==> config.mk <==
export PLATFORM = sky130hd
export DESIGN_NAME = seqwin_match
export DESIGN_NICKNAME = d
export VERILOG_FILES = /design/src/rtl/seqwin_pkg.sv /design/src/rtl/seqwin_age_pipe.sv /design/src/rtl/seqwin_oldest.sv /design/src/rtl/seqwin_popcnt.sv /design/src/rtl/seqwin_match.sv
export SDC_FILE = /design/constraint.sdc
export NUM_CORES = 1
export LEC_CHECK = 0
export ABC_CLOCK_PERIOD_IN_PS = 7600
export BUFFER_PORTS_ARGS = -buffer_cell sky130_fd_sc_hd__buf_2
export CORE_MARGIN = 10
export CORE_UTILIZATION = 50
export DETAILED_ROUTE_END_ITERATION = 8
export PLACE_DENSITY = 0.71
export SETUP_SLACK_MARGIN = 0.2
export SLEW_MARGIN = 20
export SYNTH_ARGS = -nofsm -noshare
export SYNTH_HDL_FRONTEND = slang
export SYNTH_HIERARCHICAL = 1
export SYNTH_SLANG_ARGS = --single-unit
==> constraint.sdc <==
create_clock -name clk_i -period 7.6 [get_ports clk_i]
set_input_delay 0.38 -clock clk_i [delete_from_list [all_inputs] [get_ports clk_i]]
set_output_delay 0.38 -clock clk_i [all_outputs]
set_load 0.03 [all_outputs]
==> src/rtl/seqwin_pkg.sv <==
package seqwin_pkg;

   // Largest window end the block accepts.
   localparam int unsigned SEQWIN_MAX_LIMIT = 63;

   // How a hit is consumed by an attempt.
   typedef enum logic {
      SEM_ALL   = 1'b0,
      SEM_FIRST = 1'b1
   } sem_e;

   // Which pending attempts one hit serves.
   typedef enum logic {
      ARB_OVERLAP = 1'b0,
      ARB_PIPE    = 1'b1
   } arb_e;

   function automatic int unsigned cnt_width(input int unsigned max_age);
      return $clog2(max_age + 2);
   endfunction

endpackage

==> src/rtl/seqwin_age_pipe.sv <==
module seqwin_age_pipe #(
   parameter int unsigned AGES = 4
) (
   input  logic            clk_i,
   input  logic            rst_ni,
   input  logic            open_i,
   input  logic [AGES-1:0] retire_i,
   input  logic [AGES-1:0] mark_i,
   output logic [AGES-1:0] live_v_o,
   output logic [AGES-1:0] live_m_o
);

   // Age 0 comes straight from the start condition; ages 1..AGES-1 are stored.
   assign live_v_o[0] = open_i;
   assign live_m_o[0] = 1'b0;

   generate
      if (AGES > 1) begin : g_store
         localparam int unsigned SLOTS = AGES - 1;
         logic [SLOTS-1:0] v_q;
         logic [SLOTS-1:0] m_q;

         for (genvar k = 0; k < SLOTS; k++) begin : g_stage
            always_ff @(posedge clk_i or negedge rst_ni) begin
               if (!rst_ni) begin
                  v_q[k] <= 1'b0;
                  m_q[k] <= 1'b0;
               end else begin
                  v_q[k] <= live_v_o[k] & ~retire_i[k];
                  m_q[k] <= (live_m_o[k] | mark_i[k]) & live_v_o[k] & ~retire_i[k];
               end
            end
            assign live_v_o[k+1] = v_q[k];
            assign live_m_o[k+1] = m_q[k];
         end

         // An age-1 attempt exists only if a start was seen one cycle earlier.
         p_fresh_attempt_r7 : assert property (@(posedge clk_i) disable iff (!rst_ni)
            !open_i |=> !live_v_o[1]);

         // A marked attempt is always a live attempt.
         p_mark_live_r7 : assert property (@(posedge clk_i) disable iff (!rst_ni)
            (live_m_o & ~live_v_o) == '0);
      end
   endgenerate

endmodule

==> src/rtl/seqwin_oldest.sv <==
module seqwin_oldest #(
   parameter int unsigned N = 4
) (
   input  logic [N-1:0] req_i,
   output logic [N-1:0] gnt_o
);

   // Highest index wins: the highest age is the oldest attempt.
   always_comb begin
      gnt_o = '0;
      for (int i = 0; i < N; i++) begin
         if (req_i[i]) begin
            gnt_o = '0;
            gnt_o[i] = 1'b1;
         end
      end
   end

endmodule

==> src/rtl/seqwin_popcnt.sv <==
module seqwin_popcnt #(
   parameter int unsigned N = 4,
   parameter int unsigned W = 3
) (
   input  logic [N-1:0] bits_i,
   output logic [W-1:0] cnt_o
);

   always_comb begin
      cnt_o = '0;
      for (int i = 0; i < N; i++) begin
         cnt_o = cnt_o + W'(bits_i[i]);
      end
   end

endmodule

==> src/rtl/seqwin_match.sv <==
module seqwin_match
   import seqwin_pkg::*;
#(
   parameter int unsigned MIN       = 1,
   parameter int unsigned MAX       = 4,
   parameter bit          HAS_FIRST = 1'b1,
   localparam int unsigned AGES     = MAX + 1,
   localparam int unsigned CW       = cnt_width(MAX)
) (
   input  logic          clk_i,
   input  logic          rst_ni,
   input  logic          enable_i,
   input  logic          start_i,
   input  logic          cond_i,
   input  logic          first_sel_i,
   input  logic          pipe_sel_i,
   output logic          match_o,
   output logic [CW-1:0] match_cnt_o,
   output logic          first_o
);

   // Elaboration-time parameter checks.
   generate
      if (MIN > MAX) begin : g_bad_window
         $error("seqwin_match: MIN must not exceed MAX");
      end
      if (MAX > SEQWIN_MAX_LIMIT) begin : g_bad_max
         $error("seqwin_match: MAX above supported limit");
      end
   endgenerate

   sem_e sem;
   arb_e arb;
   assign sem = sem_e'(first_sel_i);
   assign arb = arb_e'(pipe_sel_i);

   logic [AGES-1:0] live_v, live_m;
   logic [AGES-1:0] in_win, cand, oldest, sel, retire;
   logic [CW-1:0]   sel_cnt;
   logic            hit_en, first_hit;

   // Window mask: ages MIN..MAX may take a hit.
   generate
      for (genvar k = 0; k < AGES; k++) begin : g_win
         assign in_win[k] = (k >= MIN);
      end
   endgenerate

   assign hit_en = enable_i & cond_i;

   always_comb begin
      cand = live_v & in_win & {AGES{hit_en}};
      if (sem == SEM_FIRST) cand = cand & ~live_m;
   end

   seqwin_oldest #(.N(AGES)) u_oldest (
      .req_i (cand),
      .gnt_o (oldest)
   );

   assign sel    = (arb == ARB_PIPE) ? oldest : cand;
   assign retire = (sem == SEM_FIRST) ? sel : '0;

   seqwin_age_pipe #(.AGES(AGES)) u_pipe (
      .clk_i    (clk_i),
      .rst_ni   (rst_ni),
      .open_i   (enable_i & start_i),
      .retire_i (retire),
      .mark_i   (sel),
      .live_v_o (live_v),
      .live_m_o (live_m)
   );

   seqwin_popcnt #(.N(AGES), .W(CW)) u_cnt (
      .bits_i (sel),
      .cnt_o  (sel_cnt)
   );

   generate
      if (HAS_FIRST) begin : g_first
         assign first_hit = |(sel & ~live_m);
      end else begin : g_no_first
         assign first_hit = 1'b0;
      end
   endgenerate

   always_ff @(posedge clk_i or negedge rst_ni) begin
      if (!rst_ni) begin
         match_o     <= 1'b0;
         match_cnt_o <= '0;
         first_o     <= 1'b0;
      end else begin
         match_o     <= |sel;
         match_cnt_o <= sel_cnt;
         first_o     <= first_hit;
      end
   end

   // ---------------- assertions ----------------
   p_needs_cond_r1 : assert property (@(posedge clk_i) disable iff (!rst_ni)
      !cond_i |=> !match_o);

   p_quiet_disabled_r10 : assert property (@(posedge clk_i) disable iff (!rst_ni)
      !enable_i |=> (!match_o && match_cnt_o == '0 && !first_o));

   p_count_agrees_r5 : assert property (@(posedge clk_i) disable iff (!rst_ni)
      match_o == (match_cnt_o != '0));

   p_pipe_single_r6 : assert property (@(posedge clk_i) disable iff (!rst_ni)
      pipe_sel_i |=> (match_cnt_o <= CW'(1)));

   p_pick_onehot_r6 : assert property (@(posedge clk_i) disable iff (!rst_ni)
      $onehot0(oldest));

   p_cnt_bound_r8 : assert property (@(posedge clk_i) disable iff (!rst_ni)
      match_cnt_o <= CW'(MAX - MIN + 1));

   p_first_implies_match_r11 : assert property (@(posedge clk_i) disable iff (!rst_ni)
      first_o |-> match_o);

   generate
      if (HAS_FIRST) begin : g_first_chk
         p_first_once_r4 : assert property (@(posedge clk_i) disable iff (!rst_ni)
            first_sel_i |=> (first_o == match_o));
      end else begin : g_nofirst_chk
         p_first_tied_r11 : assert property (@(posedge clk_i) disable iff (!rst_ni)
            !first_o);
      end
   endgenerate

endmodule

* After elaboration in Yosys (flattened, before gate mapping)
Cells that the tools add are included.
** Word-level totals
- Register bits after elaboration :: 13
- Input bits :: 7
- Output and inout bits :: 5
- Logic and storage cells :: 50
** Cells by class
- Add/subtract/negate cells :: 4
- Multiplexer cells :: 8
- Bitwise gates (word level) :: 25
- Reductions and logical operators :: 2
** Operator list (number)
- $and A5 B5 Y5 :: 3
- $mux W5 :: 3
- $and A1 B1 Y1 :: 14
- $reduce_or A5 Y1 :: 2
- $add A3 B1 Y3 :: 3
- $mux W4 :: 2
- $not A5 Y5 :: 1
- $not A1 Y1 :: 4
- $mux W3 :: 1
- $or A1 B1 Y1 :: 3
- $add A1 B1 Y2 :: 1
- $mux W2 :: 1
- $mux W1 :: 1

* Depth between registers and ports, before layout
- Depth in word-level cells :: 14
- Gate-level depth with buffers :: 12
- Depth with buffers taken out :: 11

* By module
The synthesis kept the hierarchy.
** Modules (own cells, without submodules)
- seqwin_match :: times used 1, cells each 57, area an instance 442.9 um2, seq. area each 125.1 um2
- seqwin_age_pipe :: times used 1, cells each 19, area an instance 302.8 um2, seq. area each 200.2 um2
- seqwin_popcnt :: times used 1, cells each 9, area an instance 83.8 um2, seq. area each 0.0 um2
- seqwin_oldest :: times used 1, cells each 6, area an instance 55.1 um2, seq. area each 0.0 um2

* Worst setup path after synthesis
No wires, ideal clock.
- Path kind :: input to register
- From :: in first_sel_i
- To :: reg match_cnt_o[1]
- Library setup time :: 0.135 ns
- Data arrival time :: 2.620 ns
- Data required time :: 7.465 ns
- Slack :: 4.845 ns
- Stages on the path :: 11
- Buffers on the path :: 1
- Path through :: buf_6 > a21bo_2 > nor2_1 > nor3b_1 > nand2_1 > o21ai_0 > inv_1 > fa_1 > inv_1 > ha_1 > fa_1
** On the way
- Elaborated cells on any way between the ends :: 11
- Classes of those cells :: 4 x add/sub; 7 x mux
** RTL lines
- start: declaration :: line seqwin_match.sv:15 : input logic first_sel_i,
- $mux W5 :: line seqwin_match.sv:53 : if (sem == SEM_FIRST) cand = cand & ~live_m;
- net cand[2] :: line seqwin_match.sv:38 : logic [AGES-1:0] in_win, cand, oldest, sel, retire;
- $mux W3 :: line seqwin_oldest.sv:12 : if (req_i[i]) begin
- $mux W4 :: line seqwin_oldest.sv:12
- $mux W5 :: line seqwin_oldest.sv:12
- net oldest[2] :: line seqwin_match.sv:38
- $mux W5 :: line seqwin_match.sv:61 : assign sel = (arb == ARB_PIPE) ? oldest : cand;
- net sel[2] :: line seqwin_match.sv:38
- $add A3 B1 Y3 (3 in series) :: line seqwin_popcnt.sv:12 : cnt_o = cnt_o + W'(bits_i[i]);
- net sel_cnt[1] :: line seqwin_match.sv:39 : logic [CW-1:0] sel_cnt;
- end signal: assignment :: line seqwin_match.sv:94 : match_cnt_o <= sel_cnt;
- end: declaration :: line seqwin_match.sv:18 : output logic [CW-1:0] match_cnt_o,
The timed path passes the listed nets, and every way through them passes these cells.

* Final worst setup path
- From :: reg u_pipe.g_store.v_q[1], in the netlist u_pipe/live_v_o[2]
- To :: reg match_cnt_o[1]
** On the way
- Elaborated cells on any way between the ends :: 11
- Classes of those cells :: 4 x add/sub; 5 x mux; 2 x bitwise
** RTL lines
- start: declaration :: line seqwin_age_pipe.sv:20 : logic [SLOTS-1:0] v_q;
- start signal: indexed assignment :: line seqwin_age_pipe.sv:29 : v_q[k] <= live_v_o[k] & ~retire_i[k];
- $and A5 B5 Y5 (*) :: line seqwin_match.sv:52 : cand = live_v & in_win & {AGES{hit_en}};
- $and A5 B5 Y5 :: line seqwin_match.sv:53
- $mux W5 (*) :: line seqwin_match.sv:53
- net cand[2] :: line seqwin_match.sv:38
- $mux W3 (*) :: line seqwin_oldest.sv:12
- $mux W4 (*) :: line seqwin_oldest.sv:12
- $mux W5 (*) :: line seqwin_oldest.sv:12
- net oldest[2] :: line seqwin_match.sv:38
- $mux W5 (*) :: line seqwin_match.sv:61
- net sel[2] :: line seqwin_match.sv:38
- $add A3 B1 Y3 (*) (3 in series) :: line seqwin_popcnt.sv:12
- net sel_cnt[1] :: line seqwin_match.sv:39
The timed path passes the listed nets; every way through them passes the cells marked *.

==> metrics <==
status=finished, final reports clean; DR vias/cell=5.50; overflow left after global routing=0; final setup fails=0; Detail Route Antenna Nets=0; fin crit period=~2900 ps; Worst-path clk slew=90 ps; Worst Path Required=7760 ps; Die Width=between 60 and 70 um; Synth Instances=88; Core Area=1580 um2; drt first-iter violations=24; wire length of the first global-routing pass=a little under 3000 um; Synthesis Warnings=6; RD Place Congestion=about 0.85; CP arrival=3110 ps; Top-Level Pins=12; synthesized cell area=865 um2; Root Buffer Master=clkbuf_4; CP Max Fanout=4; die height=61.6 um; skew final=3.83 ps; final setup TNS=0 ps; Initial Utilization=a little over half; CTS max path bufs=2; largest net degree at the start of global routing=14; drt first pass iters=4; nature of the critical path startpoint=flop; Syn Nets=99; Final period util=38.8%; Leakage=roughly 0.00047 uW; max-slew violation count=0; H-tree levels=1; vias in the first global route=663; Syn Area/Cell=9.82 um2; worst vdd ir=around 0.11 mV; Total Nets Final=112; Worst Setup End Kind=flop; Fillers=152; Hold Crit Class=in2reg; port bufs=11; fmax=0.339 GHz; vias=roughly 640; critical path class=reg2reg; GRT Overall Usage=between 10% and 20%; Area growth syn-to-layout=9.55%; share of layout cells above drive strength 1=27.0%; DRC=0; setup ws final=about 4700 ps; # rows=14; pre-CTS WS=4530 ps; dpl hpwl=approximately 1400 um; final hold vios=0; initial antenna violation count=0; cts bufs inserted=3; CTS tree=built; post-CTS repair timing setup buffer count=0; Worst-Skew Late Latency=280 ps; pwr dens=158 nW/um2; Post-Route WL=~1700 um; Slew HR=62.5%; max-cap violations=0; WL per Instance=about 15 um; Slew @ Worst Pin=555 ps; die area=3790 um2; Final Util=approximately three fifths; ANT cells=0; # clock sinks=13; RSZ-0062 raised after global routing=no
path summary, 6_finish.rpt:
kind / from / end / slack, ps / depth (start not counted)
max in group asynchronous: rst_ni / u_pipe/live_m_o[2]$_DFF_PN0_ / 6870 / 2
setup reg to reg: u_pipe/live_v_o[2]$_DFF_PN0_ / match_cnt_o[1]$_DFF_PN0_ / 4650 / 10
hold reg to reg: u_pipe/live_m_o[1]$_DFF_PN0_ / u_pipe/live_m_o[2]$_DFF_PN0_ / 520 / 1
min in group asynchronous: rst_ni / first_o$_DFF_PN0_ / 510 / 2
setup / recovery: u_pipe/live_v_o[2]$_DFF_PN0_ / match_cnt_o[1]$_DFF_PN0_ / 4650 / 10
hold / removal: pipe_sel_i / first_o$_DFF_PN0_ / 440 / 2
report_power, final:
part	internal [uW]	leakage (uW)	switching [uW]
Sequential	73.1	0.000174	1.93
Combinational	12.0	0.000275	18.6
Clock	19.5	0.0000177	24.2
Total	105	0.000466	44.7
per-layer routing:
| metal | part of all wire, % | vias to the layer above | GRT usage, % | wire (um) |
|---|---|---|---|---|
| met4 | 0.95 | 0 | 3.82 | 16 |
| met5 | 0 | - | 0 | 0 |
| met3 | 4.7 | 2 | 2.26 | 79 |
| met1 | 44 | 306 | 12.7 | 739 |
| li1 | - | 312 | - | - |
| met2 | 50 | 18 | 18.0 | 851 |
worst max-delay path, cell delays in order (launching register included):
cell and delay [ps]:
dfrtp_1 390, a21bo_2 250, nor2_1 220, nor3b_1 400, nand2_1 120, o21ai_0 140
inv_1 100, fa_1 540, inv_1 40, ha_1 190, fa_1 440
layout by cell type (no fill, tap or decap), drive strengths merged, types with 4 or more instances in the layout:
cell and count:
and2 6, buf 11, dfrtp 13, inv 10, nand2 10, nand2b 5, nor2 4, nor2b 5
o21ai 5
registers in the layout (all words and copies together), names as in the netlist:
name	flops
u_pipe/live_m_o	4
u_pipe/live_v_o	4
match_cnt_o	3
first_o	1
match_o	1
metrics by stage:
stage | std cells | hold WS [ps] | area [um2] | power (uW)
floorplan | 88 | 84.4 | 865 | 98.6
global placement | 111 | 281 | 910 | 106
detailed placement | 111 | 285 | 910 | 107
CTS | 116 | 429 | 947 | 151
global route | 116 | 467 | 947 | 159
finish | 116 | 436 | 947 | 149
area by class of cell:
cell class	instances	area, um2	share of cell area [%]
inverters	10	37.5	3.96
repair buffers	12	65.1	6.87
flip-flops and latches	13	325	34.3
clock inverters	1	5.00	0.528
multi-input cells	61	472	49.8
clock buffers	3	22.5	2.38
well taps	16	20.0	2.11
repair_timing:
| item | 4_1_cts | 5_1_grt |
|---|---|---|
| endpoints found under the hold margin | 13 | 0 |
| resized for setup | 0 | 0 |
| hold buffers | 1 | 0 |
(Power assumes the default switching activity.)
